### config.mk
export PLATFORM = sky130hd
export DESIGN_NAME = tx_burst_tracker
export DESIGN_NICKNAME = d
export VERILOG_FILES = /design/src/rtl/tx_burst_tracker.sv
export SDC_FILE = /design/constraint.sdc
export NUM_CORES = 1
export LEC_CHECK = 0
export CORE_MARGIN = 5
export CORE_UTILIZATION = 35
export DETAILED_ROUTE_END_ITERATION = 8
export GPL_TIMING_DRIVEN = 0
export PLACE_DENSITY = 0.63
export SLEW_MARGIN = 25
export SYNTH_ARGS = -nofsm -noshare
export SYNTH_HDL_FRONTEND = slang
export SYNTH_SLANG_ARGS = --single-unit
### constraint.sdc
create_clock -name clk -period 8.7 [get_ports clk]
set_clock_uncertainty 0.1 [all_clocks]
set_input_delay 1.74 -clock clk [delete_from_list [all_inputs] [get_ports clk]]
set_output_delay 1.74 -clock clk [all_outputs]
set_load 0.05 [all_outputs]
### src/rtl/tx_burst_tracker.sv
module tx_burst_tracker #(
  parameter int ID_W   = 8,
  parameter int PRI_W  = 2,
  parameter int LEN_W  = 21,
  parameter int QDEPTH = 4,
  parameter int SEG    = 256,
  parameter int TAGS   = 16,
  parameter bit YIELD  = 1'b1,
  localparam int TAG_W = $clog2(TAGS),
  localparam int SEG_W = $clog2(SEG) + 1
) (
  input  logic             clk,
  input  logic             rst_n,
  input  logic             desc_valid,
  output logic             desc_ready,
  input  logic [LEN_W-1:0] desc_len,
  input  logic [ID_W-1:0]  desc_src,
  input  logic [ID_W-1:0]  desc_dst,
  input  logic [PRI_W-1:0] desc_pri,
  input  logic             flush_req,
  input  logic [ID_W-1:0]  flush_src,
  output logic             flush_busy,
  output logic             pkt_valid,
  input  logic             pkt_ready,
  output logic [TAG_W-1:0] pkt_tag,
  output logic [SEG_W-1:0] pkt_bytes,
  output logic [ID_W-1:0]  pkt_src,
  output logic [ID_W-1:0]  pkt_dst,
  output logic [PRI_W-1:0] pkt_pri,
  input  logic             rsp_valid,
  input  logic [TAG_W-1:0] rsp_tag,
  input  logic             rsp_err,
  output logic             done,
  output logic             done_err,
  output logic             proto_err,
  input  logic             peer_busy,
  input  logic             peer_grab,
  input  logic [ID_W-1:0]  peer_src,
  input  logic [ID_W-1:0]  peer_dst,
  output logic             hold_busy,
  output logic             hold_grab,
  output logic [ID_W-1:0]  hold_src,
  output logic [ID_W-1:0]  hold_dst
);
  localparam int QI_W  = (QDEPTH > 1) ? $clog2(QDEPTH) : 1;
  localparam int CNT_W = $clog2(QDEPTH + 1);

  logic [LEN_W-1:0] q_len [QDEPTH];
  logic [ID_W-1:0]  q_src [QDEPTH];
  logic [ID_W-1:0]  q_dst [QDEPTH];
  logic [PRI_W-1:0] q_pri [QDEPTH];
  logic [CNT_W-1:0] count;

  logic             fl_on;
  logic [CNT_W-1:0] fl_idx;
  logic [ID_W-1:0]  fl_src;

  logic             active, err_acc;
  logic [LEN_W-1:0] rem;
  logic [ID_W-1:0]  cur_src, cur_dst;
  logic [PRI_W-1:0] cur_pri;
  logic [TAG_W-1:0] tag_seq;
  logic [TAGS-1:0]  inflight;

  logic pair_hit, conflict, start, push, issue, fl_hit, rm_en, rsp_known;
  logic [QI_W-1:0]  rm_idx, widx;

  assign desc_ready = (count != CNT_W'(QDEPTH)) && !fl_on;
  assign push       = desc_valid && desc_ready;
  assign flush_busy = fl_on;

  assign pair_hit  = (peer_src == q_src[0]) && (peer_dst == q_dst[0]);
  assign conflict  = pair_hit && (peer_busy || (YIELD && peer_grab));
  assign start     = !active && (count != '0) && !fl_on && !conflict;
  assign hold_grab = start;
  assign hold_busy = active;
  assign hold_src  = active ? cur_src : q_src[0];
  assign hold_dst  = active ? cur_dst : q_dst[0];

  assign fl_hit = fl_on && (fl_idx < count) && (q_src[fl_idx[QI_W-1:0]] == fl_src);
  assign rm_en  = start || fl_hit;
  assign rm_idx = fl_hit ? fl_idx[QI_W-1:0] : '0;
  assign widx   = QI_W'(count - CNT_W'(rm_en));

  assign pkt_bytes = (rem > LEN_W'(SEG)) ? SEG_W'(SEG) : rem[SEG_W-1:0];
  assign pkt_valid = active && (rem != '0) && !inflight[tag_seq];
  assign pkt_tag   = tag_seq;
  assign pkt_src   = cur_src;
  assign pkt_dst   = cur_dst;
  assign pkt_pri   = cur_pri;
  assign issue     = pkt_valid && pkt_ready;

  assign rsp_known = rsp_valid && inflight[rsp_tag];
  assign proto_err = rsp_valid && !inflight[rsp_tag];
  assign done      = active && (rem == '0) && (inflight == '0);
  assign done_err  = done && err_acc;

  always_ff @(posedge clk) begin
    for (int i = 0; i < QDEPTH - 1; i++) begin
      if (rm_en && i >= int'(rm_idx)) begin
        q_len[i] <= q_len[i+1];
        q_src[i] <= q_src[i+1];
        q_dst[i] <= q_dst[i+1];
        q_pri[i] <= q_pri[i+1];
      end
    end
    if (push) begin
      q_len[widx] <= desc_len;
      q_src[widx] <= desc_src;
      q_dst[widx] <= desc_dst;
      q_pri[widx] <= desc_pri;
    end
  end

  always_ff @(posedge clk) begin
    if (!rst_n) begin
      count    <= '0;
      fl_on    <= 1'b0;
      fl_idx   <= '0;
      fl_src   <= '0;
      active   <= 1'b0;
      err_acc  <= 1'b0;
      rem      <= '0;
      cur_src  <= '0;
      cur_dst  <= '0;
      cur_pri  <= '0;
      tag_seq  <= '0;
      inflight <= '0;
    end else begin
      count <= count + CNT_W'(push) - CNT_W'(rm_en);
      if (!fl_on && flush_req) begin
        fl_on  <= 1'b1;
        fl_idx <= '0;
        fl_src <= flush_src;
      end else if (fl_on) begin
        if (fl_idx >= count) fl_on <= 1'b0;
        else if (!fl_hit)    fl_idx <= fl_idx + 1'b1;
      end
      if (start) begin
        active  <= 1'b1;
        err_acc <= 1'b0;
        rem     <= q_len[0];
        cur_src <= q_src[0];
        cur_dst <= q_dst[0];
        cur_pri <= q_pri[0];
      end else begin
        if (done) active <= 1'b0;
        if (rsp_known && rsp_err) err_acc <= 1'b1;
        if (issue) begin
          rem     <= rem - LEN_W'(pkt_bytes);
          tag_seq <= tag_seq + 1'b1;
        end
      end
      begin
        logic [TAGS-1:0] nx;
        nx = inflight;
        if (rsp_known) nx[rsp_tag] = 1'b0;
        if (issue)     nx[tag_seq] = 1'b1;
        inflight <= nx;
      end
    end
  end

  assert_done_single_R4: assert property (@(posedge clk) disable iff (!rst_n)
    done |=> !done);
  assert_pkt_hold_R2: assert property (@(posedge clk) disable iff (!rst_n)
    pkt_valid && !pkt_ready |=> pkt_valid && $stable(pkt_tag) && $stable(pkt_bytes) && $stable(pkt_src));
  assert_last_short_R1: assert property (@(posedge clk) disable iff (!rst_n)
    issue && (pkt_bytes < SEG_W'(SEG)) |=> !pkt_valid);
  assert_hold_steady_R11: assert property (@(posedge clk) disable iff (!rst_n)
    hold_busy && !done |=> hold_busy && $stable(hold_src) && $stable(hold_dst));
  assert_scan_frozen_R8: assert property (@(posedge clk) disable iff (!rst_n)
    fl_on && !fl_hit |=> $stable(count));
endmodule

==> summary by stage <==
Setup path
In this design, the critical path's most frequently occurring cell is sky130_fd_sc_hd__buf_2. The worst setup path is captured at an output port. The signal on the critical path passes through clkdlybuf4s50_1, xnor2_1, nand4_1, nor4_1, a21o_1, buf_2, inv_1, buf_2, buf_2, clkdlybuf4s50_1. In this design, the stage delay of the slowest critical-path cell is 740 ps.

In this run the number of cells on the critical path is 10. Data on the critical path arrives at its endpoint at 4890 ps. Of all nets on the critical path, the largest fanout is 10. The launching element of the worst setup path is peer_dst[0]. The startpoint class of the critical path is an input pin.

The startpoint identified for the worst register-to-register timing path is q_dst[0][0]$_DFFE_PP_. The top cell family by delay on the critical path is buffers and inverters. The data required time at the worst endpoint is 6860 ps. Counting both buffers and inverters, the worst setup path holds a total of 6. The depth of the worst register-to-register path is 16. The worst register-to-register path ends at q_dst[0][1]$_DFFE_PP_. On the critical path, the stage with the largest delay is an instance of sky130_fd_sc_hd__clkdlybuf4s50_1. The worst setup path is of the in2out kind. For flop-to-flop paths, the worst setup slack is 3620 ps.

Power
The cell internal power dissipation is 3.423 mW. In this run the power spent charging and discharging nets is 2.167 mW. Across the VDD grid, the largest voltage drop is 0.0003021 V. The clock network is responsible for 20.2% of the overall power. Summed over all cells, the static leakage comes to 4.620 nW. The switching share of total power is 38.76%.

Per report_power, the sequential group accounts for 36.3% of the total. The logic gate share of total power is 43.5%. Overall power consumption after layout is estimated at 5.590 mW. Power spread over the standard cell area amounts to 409.9 mW/mm^2.

Detailed routing
The DRC marker count from the first detailed-route iteration is 592. The total via count after detailed routing is 7502. The routed design has 28.72 mm of wire.

The detail route stage leaves a number of antenna-violating nets equal to 0. The routed via count divided by cell count is 5.287. The length of the first detailed-routing pass in iterations is 5. The DRC violation count after routing is 0. The average routed wire per standard cell is 20.24 um.

CTS
The clock transition at the register clock pins on the worst setup and hold paths after CTS is 60 ps. Counting along the longest clock path gives a buffer depth of 3. Post-CTS repair changed the size of 0 cells. The hold buffer count at cts is 0. The clock latency on the worst-skew pair is 550 ps. The buffer type at the clock tree root is sky130_fd_sc_hd__clkbuf_16. The number of sinks on the clock net is 234. The total CTS buffers is 27.

In this run the number of H-tree levels came out at 1. The CTS tree is built. The number of setup buffers added after CTS is 0.

Worst hold path
The endpoint with the worst hold slack is rem[3]$_SDFFE_PN0P_. Along the worst hold path, the cell count comes to 1. The worst hold path begins at q_len[0][3]$_DFFE_PP_. The worst min-delay path category is reg2reg.

STA
Setup repair after global routing left no endpoint under its margin. In this run the tightest slew margin relative to its limit is 39.33%. Hold timing on the final database bottoms out at a slack of 356.4 ps. The clock period could shrink to 6732 ps. The number of failing hold endpoints at the final stage is 0.

The achievable frequency is 0.1486 GHz. The final-report max-slew violation count is 0. The final setup violation count is 0. The final period utilization is 77.37%. The transition at the pin with the smallest max-transition slack is 910.1 ps.

Floorplan
The floorplan step set the die width to 186.3 um. The floorplan step set the die height to 186.3 um. Pin placement for this block handled 131 I/O pins.

The site row count is 64. The area inside the core boundary is 0.03067 mm^2. The overall die area is 0.03470 mm^2. The initial standard-cell utilization of the core is 35.46%.

Logic synthesis
The arithmetic-cell share of the synthesized area counting full adders, half adders and majority gates is 1.564%. The largest family of logic cells by synthesized area is multiplexers. The share of flip-flops with an asynchronous set or reset after synthesis is 0%. During synthesis, Yosys emitted a total of 0 warnings. The compound-gate portion of the synthesized area is 8.098%. The synthesized net count is 923.

Each instance of the synthesized netlist takes up on average 13.04 um^2. The most used flip-flop cell after synthesis is sky130_fd_sc_hd__edfxtp_1. The portion of netlist area occupied by mux cells is 17.78%. The post-synth design cell area is 0.01088 mm^2. The simple-gate area share of the yosys netlist is 9.720%. In this run, synthesis produced a sequential element count of 234. The XOR/XNOR share of the synthesized area is 2.738%. The synthesized design contains 156 enable-type register cells. After synthesis, flip-flops and latches occupy 57.43% of the total area. The number of instances in the synthesized netlist is 834. Synthesis instantiated 69 different standard cells from the library.

Job
The number of max-capacitance violations reported is 0.

Finish
The count of nets after finishing is 1091. The area of combinational cells with multiple inputs is 0.004365 mm^2. In the layout the commonest cells are 156 x sky130_fd_sc_hd__edfxtp_1, 135 x sky130_fd_sc_hd__mux2_2, 127 x sky130_fd_sc_hd__clkdlybuf4s50_1. The library cell used most frequently in the layout, excluding fill and tap cells, is sky130_fd_sc_hd__edfxtp_1. Of the cells placed in the final design, the portion with a size suffix greater than 1 is 23.85%. Relative to the synthesized area, the layout overhead comes to 25.38%. The total inserted antenna cells is 0.

After the flow finishes, the layout carries non-filler instances totaling 1419. The final instance area is 0.01364 mm^2. The sequential cells in the finished layout cover a total of 0.006246 mm^2. Fill cells in the final layout number 2811.

Global routing
The initial antenna violation count is 0. Global routing used 16.15% of the available tracks across all layers. Entering global routing, the biggest net connects 40 pins.

The number of global-route vias before repair is 7577. The total global routing overflow is 0. The first-pass GRT wire length is 43.72 mm.

Status
The flow ran to the end, and the final reports show no timing, DRC or antenna violations.

Placement
The cell total after placement is 1369. The final weighted congestion of routability-driven global placement is 0.8865. The count of buffers inserted at the top-level ports is 127.

The post-detailed-placement cell area is 0.01275 mm^2. After legalization and detailed placement, the total HPWL measured 20.46 mm.
==> metrics by stage <==
stage	worst slack, ps	util (%)	setup TNS, ps
6_report	1968	44.46	0
5_1_grt	1813	44.46	0
4_1_cts	1928	44.46	0
3_5_place_dp	1921	41.58	0
3_3_place_gp	-1256	41.22	-48780
2_1_floorplan	2127	-	0
==> cell families after synthesis <==
group                    count (synthesis)
AO/OA/AOI/OAI                          128
XOR/XNOR                                34
adder cells (fa/ha/maj)                 13
buffers and inverters                   65
flip-flops                             234
multiplexers                           156
other                                    1
AND/OR/NAND/NOR                        203
==> worst max-delay path by stage <==
stage,end
global placement,q_len[3][8]$_DFFE_PP_
detailed placement,q_dst[0][6]$_DFFE_PP_
floorplan,q_dst[3][0]$_DFFE_PP_
CTS,hold_grab
global route,hold_grab
finish,hold_grab
==> sequential cells by signal (all words and copies together) (netlist names), named ones only <==
| register | flops |
|---|---|
| pkt_dst | 8 |
| q_pri | 8 |
| fl_idx | 3 |
| err_acc | 1 |
| q_len | 84 |
| q_src | 32 |
| pkt_tag | 4 |
| fl_src | 8 |
| hold_busy | 1 |
| count | 3 |
| pkt_pri | 2 |
| rem | 21 |
| inflight | 16 |
| pkt_src | 8 |
| q_dst | 32 |
| flush_busy | 1 |
==> cell type report <==
cell class | instances | area share [%]
inverters | 16 | 0.4404
clock inverters | 14 | 1.055
multi-input cells | 535 | 32.01
plain buffers | 49 | 1.661
repair buffers | 139 | 9.973
flip-flops and latches | 234 | 45.80
clock buffers | 36 | 5.423
well taps | 396 | 3.633
==> power by group through the flow <==
stage	registers (mW)	logic, mW	clock network (mW)
final	2.03	2.43	1.13
after global routing	2.07	2.62	1.20
after CTS	2.03	2.45	1.16
after detailed placement	2.05	2.43	0
after global placement	2.08	2.35	0
after floorplan	2.10	1.59	0
==> Yosys cell counts (all sizes together), types with 12 or more instances <==
cell type / instances / area, um^2
a21oi: 46 / 234.0
and2: 12 / 75.07
buf: 26 / 140.1
clkbuf: 23 / 86.33
dfxtp: 78 / 1562
edfxtp: 156 / 4684
ha: 12 / 150.1
inv: 15 / 56.30
mux2: 135 / 1520
mux4: 16 / 360.4
nand2: 72 / 270.3
nand3: 15 / 75.07
nand4: 15 / 93.84
nor2: 25 / 96.35
o21ai: 15 / 75.07
xnor2: 27 / 236.5
==> layer usage <==
metal	part of all wire [%]	track usage (%)
met1	45	23.08
met2	46	25.06
met3	6.0	2.820
met4	3.3	5.363
met5	0	0
Note: power is estimated with default switching activity, not from simulation.
